==> src/rtl/regstack_pkg.sv <==
`timescale 1ns/1ps
package regstack_pkg;
    localparam int unsigned NREG   = 32;
    localparam int unsigned IDX_W  = 5;
    localparam int unsigned CNT_W  = 4;
    localparam int unsigned ADJ_W  = 8;
    localparam logic [IDX_W-1:0] RA_IDX = 5'd1;
    localparam logic [IDX_W-1:0] SP_IDX = 5'd2;
    localparam logic [IDX_W-1:0] A0_IDX = 5'd10;

    typedef enum logic [1:0] {
        OP_PUSH    = 2'd0,
        OP_POP     = 2'd1,
        OP_POPRET  = 2'd2,
        OP_POPRETZ = 2'd3
    } stk_op_e;

    typedef enum logic [1:0] {
        ST_IDLE = 2'd0,
        ST_XFER = 2'd1,
        ST_CLR  = 2'd2,
        ST_SPWB = 2'd3
    } stk_state_e;

    // lowest list code that selects register b (16 = never)
    function automatic int sel_threshold(int b);
        if (b == 1)                 return 4;
        else if (b == 8)            return 5;
        else if (b == 9)            return 6;
        else if (b >= 18 && b <= 25) return b - 11;
        else if (b == 26 || b == 27) return 15;
        else                        return 16;
    endfunction
endpackage

==> src/rtl/regstack_list_decode.sv <==
`timescale 1ns/1ps
module regstack_list_decode
    import regstack_pkg::*;
(
    input  logic [3:0]       code,
    input  logic             reduced,
    output logic [NREG-1:0]  mask,
    output logic [CNT_W-1:0] cnt,
    output logic             legal
);
    // one comparator per register against its entry threshold
    for (genvar b = 0; b < NREG; b++) begin : g_bit
        localparam int TH = sel_threshold(b);
        assign mask[b] = ({1'b0, code} >= 5'(TH));
    end

    always_comb begin
        if (code < 4'd4)       cnt = '0;
        else if (code == 4'd15) cnt = CNT_W'(13);
        else                   cnt = code - 4'd3;
    end

    assign legal = (code >= 4'd4) && !(reduced && (code > 4'd6));
endmodule

==> src/rtl/regstack_frame.sv <==
`timescale 1ns/1ps
module regstack_frame
    import regstack_pkg::*;
#(
    parameter int unsigned XLEN = 64
) (
    input  logic [CNT_W-1:0] cnt,
    input  logic             wide,
    input  logic [1:0]       spimm,
    output logic [ADJ_W-1:0] adj,
    output logic [XLEN-1:0]  size
);
    localparam logic [ADJ_W-1:0] ALIGN_M = ADJ_W'(15);

    logic [ADJ_W-1:0] raw_bytes;
    logic [ADJ_W-1:0] rounded;

    always_comb begin
        raw_bytes = wide ? (ADJ_W'(cnt) << 3) : (ADJ_W'(cnt) << 2);
        rounded   = (raw_bytes + ALIGN_M) & ~ALIGN_M;
        adj       = rounded + ADJ_W'({spimm, 4'b0000});
        size      = wide ? XLEN'(8) : XLEN'(4);
    end
endmodule

==> src/rtl/regstack_pick_top.sv <==
`timescale 1ns/1ps
module regstack_pick_top
    import regstack_pkg::*;
(
    input  logic [NREG-1:0]  pending,
    output logic [IDX_W-1:0] top_idx
);
    always_comb begin
        top_idx = '0;
        for (int i = 0; i < NREG; i++) begin
            if (pending[i]) top_idx = IDX_W'(i);
        end
    end
endmodule

==> src/rtl/regstack_seq.sv <==
`timescale 1ns/1ps
module regstack_seq
    import regstack_pkg::*;
#(
    parameter int unsigned XLEN = 64
) (
    input  logic             clk,
    input  logic             rst_n,
    input  logic             req_valid,
    input  logic [1:0]       req_op,
    input  logic [3:0]       req_rlist,
    input  logic [1:0]       req_spimm,
    input  logic             req_wide,
    input  logic             req_reduced,
    input  logic [XLEN-1:0]  sp_in,
    output logic             busy,
    output logic             done,
    output logic             illegal,
    output logic [31:0]      reg_mask,
    output logic [4:0]       rf_rd_idx,
    input  logic [XLEN-1:0]  rf_rd_data,
    output logic             rf_wr_en,
    output logic [4:0]       rf_wr_idx,
    output logic [XLEN-1:0]  rf_wr_data,
    output logic             mem_req,
    output logic             mem_we,
    output logic             mem_wide,
    output logic [XLEN-1:0]  mem_addr,
    output logic [XLEN-1:0]  mem_wdata,
    input  logic             mem_ack,
    input  logic [XLEN-1:0]  mem_rdata,
    output logic             redirect_valid,
    output logic [XLEN-1:0]  redirect_pc
);
    typedef struct packed {
        stk_state_e       st;
        logic [NREG-1:0]  rem;
        logic [NREG-1:0]  mask;
        stk_op_e          op;
        logic             wide;
        logic [XLEN-1:0]  sp;
        logic [XLEN-1:0]  addr;
        logic [ADJ_W-1:0] adj;
        logic [XLEN-1:0]  ra;
        logic             illegal;
    } ctx_t;

    ctx_t q, d;

    logic [NREG-1:0]  dec_mask;
    logic [CNT_W-1:0] dec_cnt;
    logic             dec_legal;
    logic [ADJ_W-1:0] req_adj;
    logic [XLEN-1:0]  req_size;
    logic [IDX_W-1:0] top_idx;
    logic [NREG-1:0]  rem_left;
    logic [XLEN-1:0]  q_size;
    logic [XLEN-1:0]  load_val;
    logic [XLEN-1:0]  sp_final;
    logic             is_push_q;

    function automatic logic [XLEN-1:0] fit_width(logic [XLEN-1:0] v, logic wide);
        return wide ? v : {{(XLEN-32){1'b0}}, v[31:0]};
    endfunction

    regstack_list_decode u_decode (
        .code    (req_rlist),
        .reduced (req_reduced),
        .mask    (dec_mask),
        .cnt     (dec_cnt),
        .legal   (dec_legal)
    );

    regstack_frame #(.XLEN(XLEN)) u_frame (
        .cnt   (dec_cnt),
        .wide  (req_wide),
        .spimm (req_spimm),
        .adj   (req_adj),
        .size  (req_size)
    );

    regstack_pick_top u_pick (
        .pending (q.rem),
        .top_idx (top_idx)
    );

    assign is_push_q = (q.op == OP_PUSH);
    assign q_size    = q.wide ? XLEN'(8) : XLEN'(4);
    assign rem_left  = q.rem & ~(NREG'(1) << top_idx);
    assign load_val  = fit_width(mem_rdata, q.wide);
    assign sp_final  = is_push_q ? (q.sp - XLEN'(q.adj)) : (q.sp + XLEN'(q.adj));

    always_comb begin
        d = q;
        d.illegal = 1'b0;
        unique case (q.st)
            ST_IDLE: begin
                if (req_valid) begin
                    if (!dec_legal) begin
                        d.illegal = 1'b1;
                    end else begin
                        d.st   = ST_XFER;
                        d.rem  = dec_mask;
                        d.mask = dec_mask;
                        d.op   = stk_op_e'(req_op);
                        d.wide = req_wide;
                        d.sp   = sp_in;
                        d.adj  = req_adj;
                        d.addr = (stk_op_e'(req_op) == OP_PUSH)
                               ? (sp_in - req_size)
                               : (sp_in + XLEN'(req_adj) - req_size);
                    end
                end
            end
            ST_XFER: begin
                if (mem_ack) begin
                    d.rem  = rem_left;
                    d.addr = q.addr - q_size;
                    if (!is_push_q && (top_idx == RA_IDX)) d.ra = load_val;
                    if (rem_left == '0) d.st = (q.op == OP_POPRETZ) ? ST_CLR : ST_SPWB;
                end
            end
            ST_CLR:  d.st = ST_SPWB;
            default: d.st = ST_IDLE;
        endcase
    end

    always_ff @(posedge clk) begin
        if (!rst_n) q <= '0;
        else        q <= d;
    end

    always_comb begin
        busy           = (q.st != ST_IDLE);
        done           = (q.st == ST_SPWB);
        illegal        = q.illegal;
        reg_mask       = q.mask;
        redirect_valid = done && ((q.op == OP_POPRET) || (q.op == OP_POPRETZ));
        redirect_pc    = q.ra;
        mem_req        = (q.st == ST_XFER);
        mem_we         = is_push_q;
        mem_wide       = q.wide;
        mem_addr       = q.addr;
        mem_wdata      = fit_width(rf_rd_data, q.wide);
        rf_rd_idx      = top_idx;
        rf_wr_en       = 1'b0;
        rf_wr_idx      = top_idx;
        rf_wr_data     = load_val;
        unique case (q.st)
            ST_XFER: rf_wr_en = mem_ack && !is_push_q;
            ST_CLR: begin
                rf_wr_en   = 1'b1;
                rf_wr_idx  = A0_IDX;
                rf_wr_data = '0;
            end
            ST_SPWB: begin
                rf_wr_en   = 1'b1;
                rf_wr_idx  = SP_IDX;
                rf_wr_data = sp_final;
            end
            default: ;
        endcase
    end

    // list bitmap population matches the count used for the frame
    assert_mask_count_R1: assert property (@(posedge clk) disable iff (!rst_n)
        (req_valid && !busy && dec_legal) |=> ($countones(reg_mask) == $past(int'(dec_cnt))));

    assert_short_list_rejected_R2: assert property (@(posedge clk) disable iff (!rst_n)
        (req_valid && !busy && (req_rlist < 4'd4)) |=> (illegal && !busy && !mem_req));

    assert_reduced_rejected_R3: assert property (@(posedge clk) disable iff (!rst_n)
        (req_valid && !busy && req_reduced && (req_rlist > 4'd6)) |=> (illegal && !busy));

    // consecutive accesses step down by one register size
    assert_addr_step_R5: assert property (@(posedge clk) disable iff (!rst_n)
        (mem_req && mem_ack && ($countones(q.rem) > 1))
        |=> (mem_req && (mem_addr == $past(mem_addr) - (mem_wide ? XLEN'(8) : XLEN'(4)))));

    assert_sp_after_access_R7: assert property (@(posedge clk) disable iff (!rst_n)
        done |-> (!mem_req && rf_wr_en && (rf_wr_idx == SP_IDX)));

    assert_zero_before_done_R8: assert property (@(posedge clk) disable iff (!rst_n)
        (busy && !mem_req && !done) |=> done);

    assert_redirect_with_done_R9: assert property (@(posedge clk) disable iff (!rst_n)
        redirect_valid |-> done);

    assert_hold_until_ack_R10: assert property (@(posedge clk) disable iff (!rst_n)
        (mem_req && !mem_ack) |=> (mem_req && $stable(mem_addr) && $stable(mem_we)));

    assert_done_pulse_R11: assert property (@(posedge clk) disable iff (!rst_n)
        done |=> !done);

    assert_busy_start_R11: assert property (@(posedge clk) disable iff (!rst_n)
        $rose(busy) |-> $past(req_valid));
endmodule

==> config.mk <==
export PLATFORM = sky130hd
export DESIGN_NAME = regstack_seq
export DESIGN_NICKNAME = d
export VERILOG_FILES = /design/src/rtl/regstack_pkg.sv /design/src/rtl/regstack_list_decode.sv /design/src/rtl/regstack_frame.sv /design/src/rtl/regstack_pick_top.sv /design/src/rtl/regstack_seq.sv
export SDC_FILE = /design/constraint.sdc
export NUM_CORES = 1
export LEC_CHECK = 0
export BUFFER_PORTS_ARGS = -buffer_cell sky130_fd_sc_hd__buf_2
export CORE_MARGIN = 1
export CORE_UTILIZATION = 35
export DETAILED_ROUTE_END_ITERATION = 8
export GPL_ROUTABILITY_DRIVEN = 0
export SLEW_MARGIN = 30
export SYNTH_ARGS = -nofsm -noshare
export SYNTH_HDL_FRONTEND = slang
export SYNTH_SLANG_ARGS = --single-unit
==> constraint.sdc <==
create_clock -name clk -period 5.45 [get_ports clk]
set_input_delay 0.2725 -clock clk [delete_from_list [all_inputs] [get_ports clk]]
set_output_delay 0.2725 -clock clk [all_outputs]
set_load 0.01 [all_outputs]
### After elaboration in Yosys (flattened, before gate mapping)

Index checks and enable logic that the tools add are counted.

* logic and storage cells: 121
* bits in registers: 250
* memory bits (read-only): 0
* output and inout port bits: 306
* bits of input ports: 206
* RAM bits: 0
* memories kept: 0
* bits in latches: 0

* add/subtract/negate cells: 9
* mux-type cells: 53
* reduce and logical (&&, ||, !) cells: 20
* $mul: 0
* magnitude comparators: 15
* equality and inequality tests: 11
* div/mod/pow operators: 0
* shift-type cells: 1
* bitwise logic cells: 2

Operators by type and width (count)
* 205-bit 2-to-1 mux: 2
* 64-bit 2-to-1 mux: 5
* 64-bit one-hot mux with 2 select lines: 2
* 64-bit by 8-bit adder with 64-bit output: 2
* 64-bit subtractor: 2
* 5-bit 2-to-1 mux: 16
* 32-bit one-hot mux with 2 select lines: 1
* 64-bit by 4-bit subtractor with 64-bit output: 1
* 64-bit by 8-bit subtractor with 64-bit output: 1
* 4-bit 2-to-1 mux: 12
* 34-bit 2-to-1 mux: 1
* 32-bit AND: 1
* 4-bit greater-or-equal comparator, second input constant: 8
* 32-bit zero test: 1
* 32-bit NOT: 1
* 1-bit by 5-bit left shift with 32-bit output, first input constant: 1
* 4-bit by 3-bit greater-or-equal comparator with 1-bit output, second input constant: 5
* 3-bit 2-to-1 mux: 4
* 5-bit one-hot mux with 2 select lines: 1
* 3-bit AND reduction: 3
* 8-bit by 4-bit adder with 8-bit output, second input constant: 1
* 8-bit by 6-bit adder with 8-bit output: 1
* 2-bit == test, second input constant: 4
* 4-bit AND reduction: 2
* other kinds (19): 33

### Logic depth before layout (Yosys ltp)

Gate-level depths: netlist of run 1.

* word-level depth: 38
* depth in mapped cells: 28
* depth with buffers taken out: 27

### Modules after synthesis

A second synthesis of run 1 with hierarchy kept.

* cell total of the unflattened synthesis: 4102
* area, all modules: 28795.1 um^2

Modules (own cells, without submodules)
* regstack_seq: times used 1, area an instance 27376.3 um^2, cells an instance 3899, sequential area each 5405.2 um^2
* regstack_frame: times used 1, area an instance 695.7 um^2, cells an instance 93, sequential area each 0.0 um^2
* regstack_list_decode: times used 1, area an instance 370.4 um^2, cells an instance 50, sequential area each 0.0 um^2
* regstack_pick_top: times used 1, area an instance 352.8 um^2, cells an instance 60, sequential area each 0.0 um^2

### Least setup slack after synthesis of run 1

No wires, ideal clock.

* kind: input to register
* start point: input req_rlist[0]
* end point: register q, in the netlist mem_addr[62]
* setup slack: 163 ps
* path buffers: 1
* arrival: 5200 ps
* required time: 5363 ps
* library setup time: 87 ps
* stages: 28
* cells stage by stage: clkbuf_1 -> inv_1 -> ha_1 -> nor2_1 -> xnor2_1 -> nor3_1 -> a21oi_1 -> o21ai_0 -> ha_1 -> inv_1 -> fa_1 -> xnor2_1 -> xnor2_1 -> ha_1 -> inv_1 -> ha_1 -> o21a_1 -> o21ai_0 -> a211oi_1 -> o211a_1 -> o211ai_1 -> a31oi_1 -> a211oi_1 -> o31ai_1 -> a21o_1 -> a21o_1 -> mux2i_1 -> o31ai_1

* cells in the longest elaborated chain, start to end: 12
* elaborated cells between the ends (all ways): 21
* those cells by class: 5 x add/sub; 3 x order compare; 2 x eq/ne; 7 x mux; 4 x reduce/logical

RTL lines
* start, declared: RTL line regstack_seq.sv:11 `input logic [3:0] req_rlist,`
* 4-bit by 2-bit subtractor with 4-bit output / 4-bit == test (equally long branches): RTL line regstack_list_decode.sv:20, regstack_list_decode.sv:19
* 4-bit 2-to-1 mux: RTL line regstack_list_decode.sv:19 `else if (code == 4'd15) cnt = CNT_W'(13);`
* 4-bit 2-to-1 mux: RTL line regstack_list_decode.sv:18 `if (code < 4'd4) cnt = '0;`
* 7-bit 2-to-1 mux: RTL line regstack_frame.sv:19 `raw_bytes = wide ? (ADJ_W'(cnt) << 3) : (ADJ_W'(cnt) << 2);`
* 8-bit by 4-bit adder with 8-bit output: RTL line regstack_frame.sv:20 `rounded = (raw_bytes + ALIGN_M) & ~ALIGN_M;`
* 8-bit by 6-bit adder with 8-bit output: RTL line regstack_frame.sv:21 `adj = rounded + ADJ_W'({spimm, 4'b0000});`
* 64-bit by 8-bit adder with 64-bit output: RTL line regstack_seq.sv:111 `: (sp_in + XLEN'(req_adj) - req_size);`
* 64-bit subtractor: RTL line regstack_seq.sv:111
* 64-bit 2-to-1 mux: RTL line regstack_seq.sv:110 `? (sp_in - req_size)`
* 205-bit 2-to-1 mux: RTL line regstack_seq.sv:99 `if (!dec_legal) begin`
* 205-bit 2-to-1 mux: RTL line regstack_seq.sv:98 `if (req_valid) begin`
* 64-bit one-hot mux with 2 select lines: RTL line regstack_seq.sv:96 `unique case (q.st)`
* end signal, assigned: RTL line regstack_seq.sv:129 `if (!rst_n) q <= '0;`
* end signal, assigned: RTL line regstack_seq.sv:130 `else q <= d;`
* end, declared: RTL line regstack_seq.sv:48 `ctx_t q, d;`

Parallel ways exist; a longest one is shown, timed or not. The select of a mux whose other input is x is not followed.
A chain may end at the register's enable or synchronous reset.

### Worst setup path in the final report of run 1

* start point: register q[69] in the netlist's numbering
* end point: output rf_wr_data[62]

* cells in the longest elaborated chain, start to end: 3
* elaborated cells between the ends (all ways): 4
* those cells by class: 2 x add/sub; 2 x mux

RTL lines
* 64-bit by 8-bit adder with 64-bit output / 64-bit by 8-bit subtractor with 64-bit output (equally long branches): RTL line regstack_seq.sv:91 `assign sp_final = is_push_q ? (q.sp - XLEN'(q.adj)) : (q.sp + XLEN'(q.adj));`
* 64-bit 2-to-1 mux (*): RTL line regstack_seq.sv:91
* 64-bit one-hot mux with 2 select lines (*): RTL line regstack_seq.sv:149 `unique case (q.st)`
* end, declared: RTL line regstack_seq.sv:24 `output logic [XLEN-1:0] rf_wr_data,`

Every way passes the cells marked *; elsewhere a longest branch is shown, timed or not.

==> results of run 1 <==
placed cells by master (no fill, tap or decap), types with 111 or more instances in the layout:
cell	count
sky130_fd_sc_hd__xnor2_1	124
sky130_fd_sc_hd__nand2_1	491
sky130_fd_sc_hd__nand3_1	111
sky130_fd_sc_hd__dfxtp_1	245
sky130_fd_sc_hd__a21oi_1	353
sky130_fd_sc_hd__o21ai_0	207
sky130_fd_sc_hd__ha_1	192
sky130_fd_sc_hd__nor2_1	209
sky130_fd_sc_hd__buf_2	428
sky130_fd_sc_hd__inv_1	168
stage by stage:
step                instances  hold slack, ns  TNS [ns]
floorplan                3218           0.398         0
global placement         4236           0.423     -1.45
detailed placement       4237           0.427     -3.01
CTS                      4371         0.00236         0
global route             4374         0.00811   -0.0879
finish                   4376          0.0209         0
final cells by class:
class | instances | area share, %
diodes | 4 | 0.0376
well taps | 846 | 3.97
repair buffers | 596 | 13.7
flip-flops and latches | 246 | 18.5
multi-input cells | 2453 | 57.1
clock buffers | 49 | 3.82
inverters | 170 | 2.41
clock inverters | 12 | 0.544
kinds of logic after synthesis:
family | after synthesis | synth area share, %
buffers and inverters | 519 | 11.9
XOR/XNOR | 167 | 6.47
flip-flops | 246 | 21.8
AO/OA/AOI/OAI | 922 | 25.0
adder cells (fa/ha/maj) | 200 | 11.2
multiplexers | 11 | 0.487
other | 1 | 0.0166
AND/OR/NAND/NOR | 1134 | 23.1
synthesized netlist by cell type (all sizes together), types with 69 or more instances:
library cell / count
dfxtp: 246
xnor2: 124
nand2: 493
ha: 196
inv: 169
nor2: 214
buf: 208
nand3: 114
nor3: 69
o21ai: 215
a21oi: 358
clkbuf: 141
state kept, by name (all words and copies together) (netlist names):
register / count
mem_addr: 64
reg_mask: 12
illegal: 1
redirect_pc: 64
q: 104
mem_wide: 1
routing by layer:
metal	vias up	part of all wire, %
met5	-	0.095
met4	12	3.6
met3	179	6.3
met2	899	48
met1	11125	42
li1	11582	-
path summary, 6_finish.rpt:
check	start	end	cells after the start
setup / recovery	q[69]$_SDFFE_PN0P_	rf_wr_data[62]	19
hold / removal	sp_in[46]	q[183]$_SDFFE_PN0P_	3
setup reg to reg	mem_wide$_SDFFE_PN0P_	mem_addr[60]$_SDFFE_PN0P_	12
hold reg to reg	q[236]$_SDFFE_PN0P_	q[236]$_SDFFE_PN0P_	2
critical path: stages, from the launching register on:
cell and delay (ns):
sky130_fd_sc_hd__dfxtp_1 0.33, sky130_fd_sc_hd__nor3_1 0.29, sky130_fd_sc_hd__ha_1 0.19, sky130_fd_sc_hd__nand2b_1 0.17
sky130_fd_sc_hd__buf_6 0.22, sky130_fd_sc_hd__ha_1 0.31, sky130_fd_sc_hd__a21o_1 0.18, sky130_fd_sc_hd__a21oi_1 0.23
sky130_fd_sc_hd__o21ai_0 0.18, sky130_fd_sc_hd__a31oi_2 0.30, sky130_fd_sc_hd__nor2b_1 0.11, sky130_fd_sc_hd__nor4_2 0.32
sky130_fd_sc_hd__a21oi_4 0.13, sky130_fd_sc_hd__a41oi_2 0.31, sky130_fd_sc_hd__o21ai_1 0.14, sky130_fd_sc_hd__buf_4 0.16
sky130_fd_sc_hd__a21o_1 0.20, sky130_fd_sc_hd__a2111oi_2 0.35, sky130_fd_sc_hd__nor2_1 0.08, sky130_fd_sc_hd__buf_2 0.15
where the power goes:
group	switching [uW]	total, uW	internal [uW]
sequential	206	2170	1970
combinational	3420	5380	1960
clock	910	2350	1440
total	4530	9910	5370
what timing repair did:
action                     CTS  global route
gates resized for setup      3            31
cloned                       0             0
pin swaps                    0             7
setup endpoints to repair    4            25
hold buffers                73             0
hold endpoints to repair    73             0
==> parameters.txt, run 1 <==
Parameter                              Value

Layout
  Final #Nets    between 3000 and 4000
  Final design area excluding fillers    26700 sq um
  Sequential standard cell area    roughly 4900 sq um
  Synthesis-to-finish area growth    18.0%
  Share of cells above drive strength 1    18.4%
  Final Core Density    42.0%
  Footprint of the multi-input gates    approximately 15000 sq um
  Fillcell total    6794

Timing
  Slew Viols, Final    0
  Final setup fails    0
  Worst slew margin relative to its limit    34.4%
  Period Utilization, post-route    between 90% and 100%
  Slew @ Worst Pin    0.973 ns
  Final hold violation count    0
  Post-Route Skew    roughly 0.028 ns
  Fmax    193 MHz
  Final min period    5.17 ns
  Final critical-path setup slack    0.275 ns

Flow run
  Reported max-cap violation count    0

Die
  Y dimension of the die    about 260 microns
  I/O pin count    512
  Effective utilization at floorplan    between 30 and 40%
  Die extent in x    256 microns
  Area of the core    approximately 63000 sq um
  Number of placement rows    92
  Total die area    ~66000 sq um

CTS
  Clock latency on the worst-skew pair    0.55 ns
  Clock transition at the registers of the reported paths    around 0.06 ns
  H-tree depth reported by CTS    2
  # clock sinks    246
  CTS Buf Count    34
  Clock Tree Buf Depth    3
  Total setup buffers inserted after CTS    0
  Clk Tree Root Cell    sky130_fd_sc_hd__clkbuf_16
  CTS tree    yes

Power
  VDD IR-drop max    approximately 0.22 mV
  Leak Pwr    0.0118 uW
  Overall Power    9910 uW
  Areal power density over the cells    372 nW/um^2

Global routing
  Congestion Overflow GR    0
  GR Util met3    3.58%
  Grt peak-use layer    met2
  Initial antenna violation count    9
  Met2 Use GR    42.9%
  Wire length of the first global-routing pass    ~130000 microns
  Overall global routing resource usage    25.2%
  Met1 track demand over resource    32.0%
  Vias in the first global route    22383
  Pin count of the biggest net entering global routing    approximately 110

Setup path
  CP Data Arrival Time    4.90 ns
  Worst setup path class    reg -> out
  Critical path endpoint category    output pin
  Critical-path maximum fanout    13
  Reg-to-reg slack, setup    1.39 ns
  CP Launch Type    register
  Data required time of the critical path    5.18 ns

Yosys
  Number of distinct library cell variants in the gate-level netlist after synthesis    91
  Number of instances in the synthesized netlist    3200
  Fraction of synthesized cell area taken by the top area cell type    between 20% and 30%
  Post-synth EDFFs    0
  Flip-flop cell with the highest count after synthesis    sky130_fd_sc_hd__dfxtp_1
  Top cells by area, synth    sky130_fd_sc_hd__dfxtp_1 (22%), sky130_fd_sc_hd__ha_1 (11%), sky130_fd_sc_hd__nand2_1 (8.2%), sky130_fd_sc_hd__a21oi_1 (7.9%), sky130_fd_sc_hd__buf_4 (6.4%)
  Yosys warning total    0
  Library cell occupying the most area in the post-synthesis netlist    sky130_fd_sc_hd__dfxtp_1
  Register bit total from synthesis    246
  Share of synthesized flip-flops with an asynchronous set or reset    0%
  Avg Inst Size Synth    7.06 sq um
  Post-Synthesis Cell Area    22600 sq um
  Share of synthesized area occupied by flip-flops and latches    21.8%

Run status
  Outcome    complete, no violations

Drt
  Antenna-violating nets left    0
  Detailed-routing iteration count for the pre-antenna-repair pass    8
  Detailed Route Iter0 Violations    2084
  Routed wire per std cell    19.8 microns
  Routed Wire Length    86500 microns
  Total via count after detailed routing    23797
  Via density    approximately 5.4
  Remaining design rule violation count    0

Placed design
  Worst setup slack after placement    -0.358 ns
  Dpl cell area    24600 sq um
  Hpwl dp    66400 microns
  Total of buffers placed on input and output ports    428

Hold path
  Worst min-delay path class    in -> reg
(Power assumes the default switching activity.)
==> inputs of run 2 (changes only) <==
- CORE_UTILIZATION: 35 -> 50
- PLACE_DENSITY: unset -> 0.79
==> run 2 against run 1 <==
- largest cell class unchanged
- critical endpoint is now rf_wr_data[26]
- non-clock buffer count rose by 31
- register-to-register slack gained 0.07 ns
- clock skew shrank 0.019 ns
==> parameters.txt, run 2 (same netlist as run 1, synthesis figures left out) <==
Parameter                              Value

Run status
  Outcome    complete, no violations

Setup path
  Critical path endpoint category    output pin
  Reg-to-reg slack, setup    1.46 ns (+0.07 ns)
  Depth of the most critical reg-to-reg path    13 (+1)
  CP Launch Type    register
  Crit Reg-Reg Startpoint    mem_wide$_SDFFE_PN0P_
  Data required time of the critical path    5.18 ns (about the same)
  Critical-path maximum fanout    6 (-7)
  Worst setup path class    reg -> out
  CP Data Arrival Time    4.93 ns (+0.03 ns)
  Reg-to-reg critical path endpoint    mem_addr[60]$_SDFFE_PN0P_

Power
  Areal power density over the cells    366 nW/um^2 (-1.5%)
  Sequential Power Share    22.3% (+0.4 points)
  Leak Pwr    0.0118 uW (+0.56%)
  VDD IR-drop max    0.269 mV (+22%)
  Share of power burned in combinational logic    54.8% (+0.5 points)
  Switching power of the nets    4460 uW (-1.6%)
  Proportion of power drawn by the clock network    22.9% (-0.8 points)
  Internal cell power    5260 uW (-2.1%)
  Sw Ratio    45.9% (+0.13 points)

Global routing
  Pin count of the biggest net entering global routing    87 (-22%)
  Wire length of the first global-routing pass    125000 microns (-4.5%)
  Overall global routing resource usage    33.5% (+8.3 points)
  Initial antenna violation count    6 (-3)
  Congestion Overflow GR    0 (unchanged)
  Vias in the first global route    22938 (+2.5%)

Timing
  Final setup fails    0 (unchanged)
  Post-Route Skew    0.00902 ns (-0.0186 ns)
  Period Utilization, post-route    95.4% (+0.46 points)
  Slew @ Worst Pin    0.942 ns (-0.0307 ns)
  Final min period    5.20 ns (+0.0252 ns)
  Final hold violation count    0 (unchanged)
  Slew Viols, Final    0 (unchanged)
  Fmax    192 MHz (-0.48%)
  Worst slew margin relative to its limit    37.2% (+2.7 points)
  Final critical-path setup slack    0.250 ns (-0.0252 ns)

Layout
  Share of cells above drive strength 1    17.6% (-0.78 points)
  Synthesis-to-finish area growth    17.5%
  Most flop-heavy register    q
  Flip-flop count of the largest register after layout    104 (unchanged)
  Final Core Density    59.8% (+18 points)
  Most frequent cells in the layout    sky130_fd_sc_hd__nand2_1 (491), sky130_fd_sc_hd__buf_2 (428), sky130_fd_sc_hd__a21oi_1 (356), sky130_fd_sc_hd__dfxtp_1 (245), sky130_fd_sc_hd__o21ai_0 (209)
  Final #Nets    3933 (+0.69%)
  Leading cell type in the layout, fill and taps excluded    sky130_fd_sc_hd__nand2_1

Die
  Number of placement rows    77 (-16%)
  Y dimension of the die    215 microns (-16%)
  Total die area    46100 sq um (-30%)
  Area of the core    44400 sq um (-30%)
  I/O pin count    512 (unchanged)
  Die extent in x    215 microns (-16%)
  Effective utilization at floorplan    50.9% (+15 points)

Hold path
  Worst min-delay path class    in -> reg
  Hold path start    sp_in[4]
  Worst Hold Path Cells    3 (unchanged)
  Worst min-delay path endpoint    q[141]$_SDFFE_PN0P_

Drt
  Routed Wire Length    81100 microns (-6.2%)
  Detailed-routing iteration count for the pre-antenna-repair pass    6 (-2)
  Total via count after detailed routing    24749 (+4.0%)
  Remaining design rule violation count    0 (unchanged)
  Routed wire per std cell    19.6 microns (-1.0%)
  Detailed Route Iter0 Violations    2654 (+27%)
  Antenna-violating nets left    0 (unchanged)
  Via density    5.97 (+9.8%)

Placed design
  Worst setup slack after placement    -0.256 ns (+0.102 ns)
  Total of buffers placed on input and output ports    428 (unchanged)
  Hpwl dp    60100 microns (-9.4%)

CTS
  Clock Tree Buf Depth    3 (unchanged)
  Clock latency on the worst-skew pair    0.60 ns (+0.05 ns)
  Clk Tree Root Cell    sky130_fd_sc_hd__clkbuf_16
  CTS tree    yes
  H-tree depth reported by CTS    1 (-1)
  # clock sinks    246 (unchanged)
  Clock transition at the registers of the reported paths    0.06 ns (about the same)
  CTS Buf Count    30 (-12%)

Flow run
  Reported max-cap violation count    0 (unchanged)
## run 2: cell count changes in the layout (fill, tap and decap cells not counted), moves of 4 or more
cell                            delta
sky130_fd_sc_hd__dlygate4sd3_1    +47
sky130_fd_sc_hd__buf_4            -13
sky130_fd_sc_hd__clkbuf_8          -8
sky130_fd_sc_hd__clkbuf_16         -4
## run 2: timing repair
action	4_1_cts	5_1_grt
pin swaps	0	3
setup buffers	0	4
resized for setup	3	22
endpoints found under the hold margin	120	0
endpoints found under the setup margin	5	21
hold buffers	120	0
## run 2: final cells by class
type / count / area [sq um]
Multi-Input combinational cell: 2453 / 15200
Clock inverter: 19 / 268
Clock buffer: 36 / 805
Timing Repair Buffer: 627 / 3980
Sequential cell: 246 / 4930
Antenna cell: 3 / 7.51
Tap cell: 592 / 741
Inverter: 170 / 643
Fill cell: 4145 / 17900
## run 2: critical path, cell delays in order, from the launching register on
cell	delay, ns
sky130_fd_sc_hd__dfxtp_1	0.32
sky130_fd_sc_hd__or2_2	0.38
sky130_fd_sc_hd__inv_1	0.12
sky130_fd_sc_hd__nor2_1	0.06
sky130_fd_sc_hd__xnor2_1	0.12
sky130_fd_sc_hd__ha_1	0.32
sky130_fd_sc_hd__o21ai_0	0.25
sky130_fd_sc_hd__a22oi_2	0.15
sky130_fd_sc_hd__a211o_2	0.47
sky130_fd_sc_hd__a21oi_4	0.22
sky130_fd_sc_hd__o21ai_0	0.18
sky130_fd_sc_hd__a21o_1	0.24
sky130_fd_sc_hd__a311o_1	0.39
sky130_fd_sc_hd__a21o_1	0.23
sky130_fd_sc_hd__a31oi_1	0.25
sky130_fd_sc_hd__o21ba_2	0.17
sky130_fd_sc_hd__xnor2_1	0.16
sky130_fd_sc_hd__a22o_1	0.17
sky130_fd_sc_hd__buf_2	0.14
## run 2: metal layers
| layer | track usage, % | wire length [microns] | part of all wire [%] |
|---|---|---|---|
| met4 | 16.4 | 4450 | 5.5 |
| met5 | 0 | 49 | 0.060 |
| met1 | 41.6 | 32300 | 40 |
| met2 | 56.1 | 37400 | 46 |
| met3 | 5.65 | 6840 | 8.4 |
## run 2: power by group through the flow
stage                     Sequential [uW]  Combinational (uW)  Clock [uW]
after global placement               2200                4970           0
after detailed placement             2200                5010           0
after floorplan                      2120                3680           0
after global routing                 2190                5820        2310
after CTS                            2160                5120        2240
final                                2170                5330        2230
## run 2: how the worst max path moves through the flow
| stage | startpoint | endpoint | slack [ns] | depth (start not counted) |
|---|---|---|---|---|
| final | q[203]$_SDFFE_PN0P_ | rf_wr_data[26] | 0.25 | 18 |
| after global routing | req_rlist[0] | mem_addr[62]$_SDFFE_PN0P_ | -0.04 | 28 |
| after CTS | q[203]$_SDFFE_PN0P_ | rf_wr_data[63] | 0.002 | 18 |
| after detailed placement | req_rlist[0] | mem_addr[59]$_SDFFE_PN0P_ | -0.26 | 28 |
| after global placement | req_rlist[0] | mem_addr[59]$_SDFFE_PN0P_ | -0.08 | 28 |
| after floorplan | req_rlist[0] | mem_addr[62]$_SDFFE_PN0P_ | 0.16 | 28 |
## run 2: stage by stage
step	instances	power (uW)	hold WS (ns)	TNS, ns	cell area, sq um
after floorplan	3218	5810	0.398	0	22700
after CTS	4137	9530	0.00180	0	26400
after global routing	4145	10300	0.0506	-0.0884	26600
after global placement	3962	7180	0.421	-0.139	24100
after detailed placement	3962	7220	0.426	-1.38	24100
final	4146	9720	0.0212	0	26600
